$ cat config.mk
export PLATFORM = sky130hd
export DESIGN_NAME = atomic_pair_updater
export DESIGN_NICKNAME = d
export VERILOG_FILES = /design/src/rtl/apu_pkg.sv /design/src/rtl/apu_arbiter.sv /design/src/rtl/apu_regslot.sv /design/src/rtl/atomic_pair_updater.sv
export SDC_FILE = /design/constraint.sdc
export NUM_CORES = 1
export LEC_CHECK = 0
export ABC_CLOCK_PERIOD_IN_PS = 2700
export BUFFER_PORTS_ARGS = -buffer_cell sky130_fd_sc_hd__buf_2
export CORE_ASPECT_RATIO = 0.75
export CORE_MARGIN = 4
export CORE_UTILIZATION = 30
export DETAILED_ROUTE_END_ITERATION = 16
export GPL_TIMING_DRIVEN = 0
export PLACE_DENSITY_LB_ADDON = 0.1
export SETUP_SLACK_MARGIN = 0.3
export SKIP_LAST_GASP = 1
export SLEW_MARGIN = 5
export SYNTH_ARGS = -nofsm -noshare
export SYNTH_HDL_FRONTEND = slang
export SYNTH_HIERARCHICAL = 1
export SYNTH_SLANG_ARGS = --single-unit
$ cat constraint.sdc
create_clock -name clk -period 2.7 [get_ports clk]
set_clock_uncertainty 0.2 [all_clocks]
set_input_delay 0.135 -clock clk [delete_from_list [all_inputs] [get_ports clk]]
set_output_delay 0.135 -clock clk [all_outputs]
set_load 0.02 [all_outputs]
$ cat src/rtl/apu_pkg.sv
package apu_pkg;

  localparam int NPROC = 4;
  localparam int NREG  = 2;
  localparam int REG_X = 0;
  localparam int REG_Y = 1;

  // process sitting at a given urgency rank (rank 0 = most urgent)
  function automatic int proc_at_rank(input int rank);
    case (rank)
      0:       return 2;
      1:       return 3;
      2:       return 1;
      default: return 0;
    endcase
  endfunction

  // signed change a process applies to a register
  function automatic int step_of(input int p, input int r);
    int d;
    d = 0;
    case (p)
      0: d = (r == REG_X) ?  1 :  0;
      1: d = (r == REG_X) ? -1 :  1;
      2: d = (r == REG_X) ?  1 : -1;
      3: d = (r == REG_X) ?  2 : -2;
      default: d = 0;
    endcase
    return d;
  endfunction

  // registers a process writes
  function automatic logic [NREG-1:0] write_set(input int p);
    logic [NREG-1:0] m;
    for (int r = 0; r < NREG; r++) begin
      m[r] = (step_of(p, r) != 0);
    end
    return m;
  endfunction

endpackage

$ cat src/rtl/apu_arbiter.sv
module apu_arbiter
  import apu_pkg::*;
(
  input  logic [NPROC-1:0] req,
  output logic [NPROC-1:0] grant
);

  logic [NREG-1:0] claimed;

  // walk urgency ranks; a process wins only if none of its registers is claimed
  always_comb begin
    claimed = '0;
    grant   = '0;
    for (int rank = 0; rank < NPROC; rank++) begin
      if (req[proc_at_rank(rank)] &&
          ((claimed & write_set(proc_at_rank(rank))) == '0)) begin
        grant[proc_at_rank(rank)] = 1'b1;
        claimed = claimed | write_set(proc_at_rank(rank));
      end
    end
  end

endmodule

$ cat src/rtl/apu_regslot.sv
module apu_regslot
  import apu_pkg::*;
#(
  parameter int W       = 16,
  parameter int REG_IDX = 0
) (
  input  logic             clk,
  input  logic             rst_n,
  input  logic [NPROC-1:0] grant,
  output logic [W-1:0]     q
);

  logic [W-1:0]     step_tab [NPROC];
  logic [NPROC-1:0] touch;
  logic [NPROC-1:0] writers;
  logic [W-1:0]     step_sel;
  logic [W-1:0]     q_nxt;
  logic             q_en;

  for (genvar p = 0; p < NPROC; p++) begin : g_tab
    assign step_tab[p] = W'(step_of(p, REG_IDX));
    assign touch[p]    = write_set(p)[REG_IDX];
  end

  assign writers = grant & touch;

  // AND-OR select of the single writer's step
  always_comb begin
    step_sel = '0;
    for (int p = 0; p < NPROC; p++) begin
      step_sel = step_sel | (step_tab[p] & {W{writers[p]}});
    end
  end

  assign q_en  = |writers;
  assign q_nxt = q + step_sel;

  always_ff @(posedge clk or negedge rst_n) begin
    if (!rst_n) begin
      q <= '0;
    end else if (q_en) begin
      q <= q_nxt;
    end
  end

  AST_ONE_WRITER: assert property (@(posedge clk) disable iff (!rst_n)
    $onehot0(writers));

  AST_UNWRITTEN_HOLDS: assert property (@(posedge clk) disable iff (!rst_n)
    (writers == '0) |=> $stable(q));

endmodule

$ cat src/rtl/atomic_pair_updater.sv
module atomic_pair_updater
  import apu_pkg::*;
#(
  parameter int W = 16
) (
  input  logic             clk,
  input  logic             rst_n,
  input  logic [NPROC-1:0] cond_i,
  output logic [W-1:0]     x_o,
  output logic [W-1:0]     y_o,
  output logic [NPROC-1:0] fired_o
);

  logic [NPROC-1:0] grant;
  logic [W-1:0]     reg_q [NREG];
  logic [NPROC-1:0] fired_nxt;
  logic             fired_en;

  apu_arbiter u_arb (
    .req   (cond_i),
    .grant (grant)
  );

  for (genvar r = 0; r < NREG; r++) begin : g_reg
    apu_regslot #(.W(W), .REG_IDX(r)) u_slot (
      .clk   (clk),
      .rst_n (rst_n),
      .grant (grant),
      .q     (reg_q[r])
    );
  end

  assign x_o = reg_q[REG_X];
  assign y_o = reg_q[REG_Y];

  assign fired_nxt = grant;
  assign fired_en  = 1'b1;

  always_ff @(posedge clk or negedge rst_n) begin
    if (!rst_n) begin
      fired_o <= '0;
    end else if (fired_en) begin
      fired_o <= fired_nxt;
    end
  end

  AST_TOP_ALWAYS_WINS: assert property (@(posedge clk) disable iff (!rst_n)
    cond_i[2] |=> (fired_o == 4'b0100) && (x_o == $past(x_o) + W'(1))
                  && (y_o == $past(y_o) - W'(1)));

  AST_P3_BELOW_P2: assert property (@(posedge clk) disable iff (!rst_n)
    (cond_i[3] && !cond_i[2]) |=> (fired_o == 4'b1000)
                  && (y_o == $past(y_o) - W'(2)));

  AST_P1_TRANSFER: assert property (@(posedge clk) disable iff (!rst_n)
    (cond_i[1] && !cond_i[2] && !cond_i[3]) |=> (x_o == $past(x_o) - W'(1))
                  && (y_o == $past(y_o) + W'(1)));

  AST_LOWEST_BLOCKED: assert property (@(posedge clk) disable iff (!rst_n)
    (cond_i[0] && (cond_i[3:1] != 3'b000)) |=> !fired_o[0]);

  AST_SINGLE_FIRE: assert property (@(posedge clk) disable iff (!rst_n)
    $onehot0(fired_o));

  AST_IDLE_HOLD: assert property (@(posedge clk) disable iff (!rst_n)
    (cond_i == '0) |=> $stable(x_o) && $stable(y_o) && (fired_o == '0));

endmodule

* Word level (Yosys, flattened, before mapping)
Cells that the tools add are included. Widths: inputs -> output; s select.
Storage, ports and cells: bits of input ports 6, output and inout bits 36, word-level logic and storage cells 84, flip-flop bits (word level) 36
Operators by class: bitwise logic cells 10, eq/ne operators 9, add/subtract/negate cells 2, reductions and logical operators 23, mux-type cells 29, magnitude comparators 8
Operators with widths (number):
- $pmux 32 s3 | 5
- $mux 32 | 9
- $eq 32x2->1 const B | 6
- $reduce_bool 32->1 | 5
- $ge 32x1->1 const B | 4
- $lt 32x4->1 const B | 4
- $eq 32x1->1 const B | 3
- $logic_not 32->1 | 3
- $add 16x16->16 | 2
- $or 1x16->16 | 2
- $mux 4 | 4
- $or 16x1->16 | 1
- $or 16x16->16 | 1
- $or 16x2->16 | 1
- $or 4x4->4 | 3
- $demux 1 s2 | 4
- $logic_and 1x1->1 | 7
- $logic_not 2->1 | 3
- $reduce_or 2->1 | 3
- $mux 1 | 5
- $mux 2 | 2
- $reduce_or 4->1 | 1
- $reduce_or 3->1 | 1
- $or 2x2->2 | 1
- $or 1x1->1 | 1

* Logic depth before layout (Yosys ltp)
Gate-level depths: netlist of run 1.
depth in word-level cells 40, depth in mapped cells 10, gate-level depth less buffers 10

* Modules after synthesis
Netlist of run 1, hierarchy kept.
By module, submodules not included:
- apu_regslot at g_reg[1].u_slot | area each 1416.4 um^2, times used 1, cells an instance 173
- apu_regslot at g_reg[0].u_slot | area each 1338.8 um^2, times used 1, cells an instance 145
- atomic_pair_updater | area each 100.1 um^2, times used 1, cells an instance 4
- apu_arbiter | area each 36.3 um^2, times used 1, cells an instance 4

* Least setup slack after synthesis of run 1
No wires, ideal clock.
kind input -> register, start point input cond_i[3], end point register g_reg[0].u_slot.q[12], path slack -0.693 ns, stages on the path 10, library setup time 0.066 ns, buffers on the path 0, arrival 3.127 ns, required time 2.434 ns, path through nor3b_1 -> or3_1 -> ha_1 -> fa_1 -> a21o_1 -> nand4_1 -> nand2_1 -> a31oi_1 -> a2111oi_2 -> a22o_1
Between the ends: longest elaborated chain between the ends 12, elaborated cells between the ends (all ways) 18
Ends and longest elaborated chain:
- start, declared | line atomic_pair_updater.sv:8 | input logic [NPROC-1:0] cond_i,
- $logic_and 1x1->1 (*) | line apu_arbiter.sv:15 | if (req[proc_at_rank(rank)] &&
- $mux 2 | line apu_arbiter.sv:15
- $logic_not 2->1 | line apu_arbiter.sv:16 | ((claimed & write_set(proc_at_rank(rank))) == '0)) begin
- $logic_and 1x1->1 | line apu_arbiter.sv:15
- $mux 1 | line apu_arbiter.sv:15
- $logic_not 2->1 | line apu_arbiter.sv:16
- $logic_and 1x1->1 | line apu_arbiter.sv:15
- $mux 4 (*) | line apu_arbiter.sv:15
- $or 1x16->16 | line apu_regslot.sv:31 | step_sel = step_sel | (step_tab[p] & {W{writers[p]}});
- $or 16x1->16 | line apu_regslot.sv:31
- $or 16x2->16 | line apu_regslot.sv:31
- $add 16x16->16 | line apu_regslot.sv:36 | assign q_nxt = q + step_sel;
- end signal, assigned | line apu_regslot.sv:42 | q <= q_nxt;
- end, declared | line apu_regslot.sv:10 | output logic [W-1:0] q
Mark *: on every way between the ends. The rest lies on a longest branch, timed or not. A chain may end at the register's enable or synchronous reset.

* Final worst setup path of run 1
start point input cond_i[1], end point register g_reg[0].u_slot.q[14]
Between the ends: longest elaborated chain between the ends 9, elaborated cells between the ends (all ways) 12
Ends and longest elaborated chain:
- $logic_and 1x1->1 (*) | line apu_arbiter.sv:15
- $mux 1 | line apu_arbiter.sv:15
- $logic_not 2->1 | line apu_arbiter.sv:16
- $logic_and 1x1->1 | line apu_arbiter.sv:15
- $mux 4 (*) | line apu_arbiter.sv:15
- via fired_nxt[1] | line atomic_pair_updater.sv:16 | logic [NPROC-1:0] fired_nxt;
- $or 1x16->16 | line apu_regslot.sv:31
- $or 16x1->16 | line apu_regslot.sv:31
- $or 16x2->16 | line apu_regslot.sv:31
- $add 16x16->16 | line apu_regslot.sv:36
The timed path passes the listed nets; every way through them passes the cells marked *.

==> impl_metrics.ini, run 1 <==
[timing]
hold_ws_ns = 0.231
worst_slew_margin_rel_pct = 39.5
final.setup.worst_slack_ns = 0.322
slew_violations = 0
grt_setup_unrepaired = yes
hold_violation_total_from_the_final_report = 0
achievable-frequency_mhz = 421
final_period_minus_worst_setup_slack_ns = 2.38
setup_violations = 0
tns_ns = 0
final.period_utilization_pct = 88.1
worst_pin_slew_ns = 0.908

[floorplan]
die_h_um = 93.0
placement_rows = 30
io_pins = 42
initial_utilization_pct = 31.3
die_width_um = 121
core_area_um2 = 9230
dieArea_um2 = 11300

[power]
power-per-cell-area_nw_per_um2 = 1150
leakage_nw = 1.71
vdd_drop_max_mv = 0.347
fin_total_pwr_mw = 4.44

[setup_path]
worstPathArrival_ns = 2.33
timing_worst_setup_path_type = in -> reg
cp_slowest_cell = sky130_fd_sc_hd__fa_2
worstSetupPathDepth = 12
required_ns = 2.65
cp_slowest_stage_delay_ns = 0.35
timing.critical_path.fanout_max = 5
reg2regPathDepth = 7
critPathCaptureType = flop
timing.critical_path.buf_inv = 2
worst_setup_path_start_kind = input pin
path_cells = buf_8 > nor3b_4 > buf_6 > or3_4 > ha_4 > fa_2 > a21o_1 > nand4_1 > nand2_2 > a31o_4 > nor4b_2 > nor3_1
critical-path-top-delay-family = simple AND/OR/NAND/NOR gates

[clocking]
tritoncts_num_sinks = 36
cts-htree-levels = 2
clkSlewWorstSetupHoldPaths_ns = 0.06
tritoncts.num_buffers = 5
clockBufferDepth = 2
cts_tree = built
clock_insertion_delay_at_the_later_pin_of_the_skew_report_ns = 0.28
library_cell_used_as_clock_root_buffer = sky130_fd_sc_hd__clkbuf_16

[final_layout]
stdcell_count = 526
finish.utilization_pct = 41.9
finalNetCount = 436
area_growth_syn_to_layout_pct = 33.8
final_antenna_diode_count = 0
layout-drive-gt1-share_pct = 32.7
final_design_area_no_fill_um2 = 3870

[flow_run]
drv_cap = 0

[synth]
asyncSetResetFlopFracSynth_pct = 100
synth_area_leaders = sky130_fd_sc_hd__dfrtp_1 (31%), sky130_fd_sc_hd__ha_1 (13%), sky130_fd_sc_hd__nand2_1 (5.3%)
synth_seq_cells = 36
synthFlopType = sky130_fd_sc_hd__dfrtp_1
post_synth_inst_count = 326
netlist_area_um2 = 2890
yosys_warnings = 6
synth.avg_cell_area_um2 = 8.87
synth_cell_types = 58
synth.net_count = 365
synth_largest_area_cell = sky130_fd_sc_hd__dfrtp_1
post-synth-top-area-fraction_pct = 31.2
seq_area_frac_synth_pct = 31.2
synth_edf_count = 0

[routing]
detailedRoute.firstPassIterationCount = 4
drt_first_iter_violations = 157
wirelength_per_cell_um = 15.9
vias_per_cell = 5.10
detailroute.via_count = 2684
ant_nets = 0
detail_route.drc_violations = 0
finalWirelength_um = 8370

[place]
placed_cell_area_um2 = 3340
number_of_buffers_inserted_by_port_buffering = 41
dp_worst_setup_slack_ns = -0.458
gpl.final_weighted_congestion = 0.835
place_inst = 495
hpwl_after_detailed_placement_um = 5780

[hold_path]
cells_on_worst_hold_path = 5
min-delay-path-class = in -> reg

[global_route]
grt_first_pass_wirelength_um = 13500
initial_antenna_violation_count = 0
largest_net_degree_at_the_start_of_global_routing = 37
grt_remaining_overflow = 0
first_global_vias = 2559
groute.usage.overall_pct = 14.8

[outcome]
outcome = finished clean
-- where the power goes --
| part | leakage, nW | internal (mW) | switching (mW) |
|---|---|---|---|
| sequential | 0.432 | 0.785 | 0.228 |
| clock | 0.0736 | 0.341 | 0.251 |
| combinational | 1.20 | 1.18 | 1.65 |
| total | 1.71 | 2.31 | 2.13 |
-- per-layer routing --
metal  global-route usage, %  wire length (um)
met5                       0                 0
met1                    24.0              4680
met3                    3.08               342
met4                    2.61                53
met2                    19.7              3300
-- path summary, 6_finish.rpt --
check | slack (ns) | endpoint | from
setup / recovery | 0.32 | g_reg[0].u_slot/q[14] | cond_i[1]
hold / removal | 0.23 | g_reg[1].u_slot/q[15] | cond_i[2]
setup reg to reg | 0.43 | g_reg[1].u_slot/q[14] | g_reg[1].u_slot/q[0]
hold reg to reg | 0.28 | g_reg[0].u_slot/q[15] | g_reg[0].u_slot/q[15]
max in group asynchronous | 1.41 | g_reg[1].u_slot/q[5] | rst_n
min in group asynchronous | 0.32 | g_reg[0].u_slot/q[6] | rst_n
-- cells in the final DEF, fill, tap and decap left out, types with 4 or more instances in the layout --
master                          count
sky130_fd_sc_hd__a21o_1             8
sky130_fd_sc_hd__a21oi_1           22
sky130_fd_sc_hd__a21oi_2            7
sky130_fd_sc_hd__buf_2             40
sky130_fd_sc_hd__buf_4             18
sky130_fd_sc_hd__clkbuf_1           5
sky130_fd_sc_hd__clkbuf_16          5
sky130_fd_sc_hd__dfrtp_1           36
sky130_fd_sc_hd__dlygate4sd3_1      5
sky130_fd_sc_hd__ha_1              22
sky130_fd_sc_hd__ha_2               5
sky130_fd_sc_hd__ha_4               4
sky130_fd_sc_hd__inv_1              5
sky130_fd_sc_hd__mux2i_1            4
sky130_fd_sc_hd__nand2_1           40
sky130_fd_sc_hd__nand3_1            4
sky130_fd_sc_hd__nand4_1            7
sky130_fd_sc_hd__nor2_1            20
sky130_fd_sc_hd__nor3_1            11
sky130_fd_sc_hd__o21a_1             4
sky130_fd_sc_hd__o21ai_0           16
sky130_fd_sc_hd__o21ai_1            6
sky130_fd_sc_hd__xnor2_1            8
sky130_fd_sc_hd__xor2_1             9
-- cell usage after synthesis (7+ instances only) --
| library cell | number |
|---|---|
| sky130_fd_sc_hd__a21o_1 | 8 |
| sky130_fd_sc_hd__nand4_1 | 7 |
| sky130_fd_sc_hd__xnor2_1 | 8 |
| sky130_fd_sc_hd__nor2_1 | 21 |
| sky130_fd_sc_hd__a21oi_1 | 29 |
| sky130_fd_sc_hd__ha_1 | 31 |
| sky130_fd_sc_hd__o21ai_0 | 22 |
| sky130_fd_sc_hd__dfrtp_1 | 36 |
| sky130_fd_sc_hd__xor2_1 | 9 |
| sky130_fd_sc_hd__nand2_1 | 41 |
| sky130_fd_sc_hd__nor3_1 | 11 |
| sky130_fd_sc_hd__clkbuf_1 | 8 |
-- worst reg2reg max path, cell delays in order (launching register included) --
cell and delay (ns):
sky130_fd_sc_hd__dfrtp_1 0.43, sky130_fd_sc_hd__ha_4 0.19, sky130_fd_sc_hd__fa_1 0.42, sky130_fd_sc_hd__a21oi_2 0.20
sky130_fd_sc_hd__o22ai_2 0.18, sky130_fd_sc_hd__o2111ai_2 0.23, sky130_fd_sc_hd__o31a_1 0.14, sky130_fd_sc_hd__o311ai_0 0.13
-- flip-flops by register name, summed over array words and instances (netlist names) --
register and cells:
fired_o 4, g.u_slot/q 32
-- kinds of logic after synthesis --
| family | share of synthesized area [%] |
|---|---|
| XOR/XNOR | 5.15 |
| buffers and inverters | 3.33 |
| AO/OA/AOI/OAI | 23.3 |
| adder cells (fa/ha/maj) | 14.8 |
| AND/OR/NAND/NOR | 19.7 |
| flip-flops | 31.2 |
| multiplexers | 2.55 |
-- area by class of cell --
type                       count  area (um^2)
timing repair inverter         1         6.26
inverter                       6         27.5
clock buffer                   5          125
buffer                        14         81.3
multi-input combinational    271         2140
clock inverter                 3         18.8
timing repair buffer          62          407
sequential                    36          901
fill                         914         5370
tap                          128          160
-- timing repair --
| item | in CTS | in global routing |
|---|---|---|
| hold buffers | 3 | 2 |
| endpoints found under the hold margin | 39 | 2 |
| setup buffers | 8 | 8 |
| cloned | 1 | 1 |
| setup endpoints to repair | 24 | 16 |
| gates resized for setup | 20 | 28 |
| pin swaps | 9 | 12 |
Note: power is estimated with default switching activity, not from simulation.
==> run 2, diff against run 1 <==
--- a/config.mk
+++ b/config.mk
@@ -9,7 +9,7 @@
 export BUFFER_PORTS_ARGS = -buffer_cell sky130_fd_sc_hd__buf_2
 export CORE_ASPECT_RATIO = 0.75
 export CORE_MARGIN = 4
-export CORE_UTILIZATION = 30
+export CORE_UTILIZATION = 35
 export DETAILED_ROUTE_END_ITERATION = 16
 export GPL_TIMING_DRIVEN = 0
 export PLACE_DENSITY_LB_ADDON = 0.1
==> run 2 against run 1 <==
Compared with the run above:
- via count fell by 0.45%
- clock-buffer cell count rose by 1
- cell count fell by 5.9%
- die area fell by 13%
- sequential power barely moved
- design area fell by 4.8%
- sequential share of layout area rose by 1.2 points
- clock power fell by 17%
- power fell by 5.5%
- critical path type unchanged
==> impl_metrics.ini, run 2 (same netlist as run 1, synthesis figures left out) <==
[outcome]
outcome = finished clean

[hold_path]
min-delay-path-class = in -> reg

[timing]
tns_ns = 0
slew_violations = 0
final.setup.worst_slack_ns = 0.293
setup_violations = 0
achievable-frequency_mhz = 415
hold_violation_total_from_the_final_report = 0
final.period_utilization_pct = 89.2
hold_ws_ns = 0.184
worst_pin_slew_ns = 0.901
final_period_minus_worst_setup_slack_ns = 2.41
worst_slew_margin_rel_pct = 39.9
grt_setup_unrepaired = yes

[power]
fin_total_pwr_mw = 4.19
power.switching_mw = 2.03
power-per-cell-area_nw_per_um2 = 1140
leakage_nw = 1.66
pwr-share-comb_pct = 64.4
p_sw_share_pct = 48.5
share_of_total_power_in_the_clock_network_pct = 11.8
internal_power_mw = 2.16
share_seq_of_total_power_pct = 23.8
vdd_drop_max_mv = 0.517

[global_route]
groute.usage.overall_pct = 16.4
grt_remaining_overflow = 0
largest_net_degree_at_the_start_of_global_routing = 37
grt_first_pass_wirelength_um = 12900
initial_antenna_violation_count = 0
first_global_vias = 2463

[final_layout]
num-fill-cells = 768
layout_top_registers = g.u_slot/q: 32 flops, fired_o: 4 flops
mostFrequentLayoutCells = sky130_fd_sc_hd__buf_2 (40), sky130_fd_sc_hd__nand2_1 (40), sky130_fd_sc_hd__dfrtp_1 (36), sky130_fd_sc_hd__ha_1 (28), sky130_fd_sc_hd__a21oi_1 (23)
finalNetCount = 428
finish.utilization_pct = 46.3
area_growth_syn_to_layout_pct = 27.3
final_antenna_diode_count = 0
largest_reg_flops = 32
max_flop_register = g.u_slot/q
layout-drive-gt1-share_pct = 28.7

[routing]
detailroute.via_count = 2672
vias_per_cell = 5.40
finalWirelength_um = 8010
met1_length_um = 4290
top_metal_layer_carrying_routed_signals = met4
detailedRoute.firstPassIterationCount = 5
ant_nets = 0
detail_route.drc_violations = 0
drt_first_iter_violations = 167
met3_length_um = 345
detailroute.wirelength.met2_um = 3310
wirelength_per_cell_um = 16.2

[floorplan]
dieArea_um2 = 9790
die_width_um = 113
core_area_um2 = 7950
io_pins = 42
placement_rows = 28
initial_utilization_pct = 36.4
die_h_um = 86.7

[clocking]
clockBufferDepth = 2
tritoncts_num_sinks = 36
tritoncts.num_buffers = 5
clock_insertion_delay_at_the_later_pin_of_the_skew_report_ns = 0.29
library_cell_used_as_clock_root_buffer = sky130_fd_sc_hd__clkbuf_8
clkSlewWorstSetupHoldPaths_ns = 0.08
cts-htree-levels = 2
cts_tree = built

[place]
gpl.final_weighted_congestion = 0.865
number_of_buffers_inserted_by_port_buffering = 41
dp_worst_setup_slack_ns = -0.529
hpwl_after_detailed_placement_um = 5730

[flow_run]
drv_cap = 0

[setup_path]
timing_worst_setup_path_type = in -> reg
critPathCaptureType = flop
required_ns = 2.66
worstPathArrival_ns = 2.37
worst_setup_path_start_kind = input pin
timing.critical_path.fanout_max = 5
[run 2: cell count changes in the layout (fill, tap and decap cells not counted), moves of 2 or more]
| cell | previous run | this run |
|---|---|---|
| sky130_fd_sc_hd__buf_4 | 18 | 12 |
| sky130_fd_sc_hd__clkbuf_16 | 5 | 0 |
| sky130_fd_sc_hd__clkbuf_8 | 0 | 5 |
| sky130_fd_sc_hd__clkinv_4 | 2 | 0 |
| sky130_fd_sc_hd__ha_1 | 22 | 28 |
| sky130_fd_sc_hd__ha_2 | 5 | 1 |
| sky130_fd_sc_hd__ha_4 | 4 | 2 |
| sky130_fd_sc_hd__nor4b_2 | 3 | 1 |
| sky130_fd_sc_hd__nor4b_4 | 0 | 2 |
| sky130_fd_sc_hd__o21ai_0 | 16 | 19 |
| sky130_fd_sc_hd__o21ai_1 | 6 | 4 |
[run 2: layout make-up]
| cell class | count | area, um^2 | area share [%] |
|---|---|---|---|
| clock inverters | 2 | 35.0 | 0.952 |
| clock buffers | 6 | 72.6 | 1.97 |
| flip-flops and latches | 36 | 901 | 24.5 |
| plain buffers | 14 | 81.3 | 2.21 |
| repair buffers | 55 | 342 | 9.28 |
| well taps | 105 | 131 | 3.57 |
| multi-input cells | 271 | 2090 | 56.9 |
| inverters | 6 | 25.0 | 0.680 |
[run 2: timing repair]
| item | 4_1_cts | 5_1_grt |
|---|---|---|
| pin swaps | 1 | 9 |
| setup endpoints to repair | 24 | 21 |
| buffers inserted | 3 | 6 |
| hold endpoints to repair | 38 | 2 |
| gates resized for setup | 14 | 20 |
| gates cloned | 1 | 0 |
| hold buffers | 3 | 2 |
[run 2: worst paths after layout]
| kind | cells past startpoint | endpoint | startpoint | slack (ns) |
|---|---|---|---|---|
| worst max-delay path | 11 | g_reg[0].u_slot/q[14] | cond_i[1] | 0.29 |
| worst min-delay path | 5 | g_reg[1].u_slot/q[15] | cond_i[2] | 0.18 |
| worst max register to register | 8 | g_reg[0].u_slot/q[14] | g_reg[0].u_slot/q[0] | 0.37 |
| worst min register to register | 1 | g_reg[0].u_slot/q[15] | g_reg[0].u_slot/q[15] | 0.28 |
| max in group asynchronous | 2 | g_reg[0].u_slot/q[11] | rst_n | 1.42 |
| min in group asynchronous | 2 | g_reg[0].u_slot/q[6] | rst_n | 0.29 |
[run 2: metrics by stage]
step | instance area [um^2] | cells
floorplan | 2980 | 326
global route | 3680 | 495
detailed placement | 3310 | 472
finish | 3680 | 495
global placement | 3310 | 472
CTS | 3530 | 487
[run 2: worst max-delay path: stages]
cell and delay [ns]:
sky130_fd_sc_hd__buf_8 0.10, sky130_fd_sc_hd__nor3b_4 0.16, sky130_fd_sc_hd__or3_4 0.40, sky130_fd_sc_hd__ha_4 0.18, sky130_fd_sc_hd__fa_2 0.37, sky130_fd_sc_hd__a21o_1 0.20
sky130_fd_sc_hd__nand4_1 0.10, sky130_fd_sc_hd__nand2_2 0.11, sky130_fd_sc_hd__a31o_4 0.29, sky130_fd_sc_hd__nor4b_4 0.26, sky130_fd_sc_hd__nor3_2 0.06
[run 2: routing by layer]
layer	vias up	GRT usage, %
met5	-	0
met4	0	2.62
met3	4	3.07
met2	58	23.5
met1	1268	25.6
li1	1342	-
[run 2: power by group through the flow]
stage | registers, mW | clock network [mW] | logic, mW
2_1_floorplan | 1.27 | 0 | 1.61
3_3_place_gp | 1.00 | 0 | 2.50
3_5_place_dp | 1.02 | 0 | 2.52
4_1_cts | 1.01 | 0.514 | 2.60
5_1_grt | 1.05 | 0.540 | 2.98
6_report | 0.999 | 0.494 | 2.70
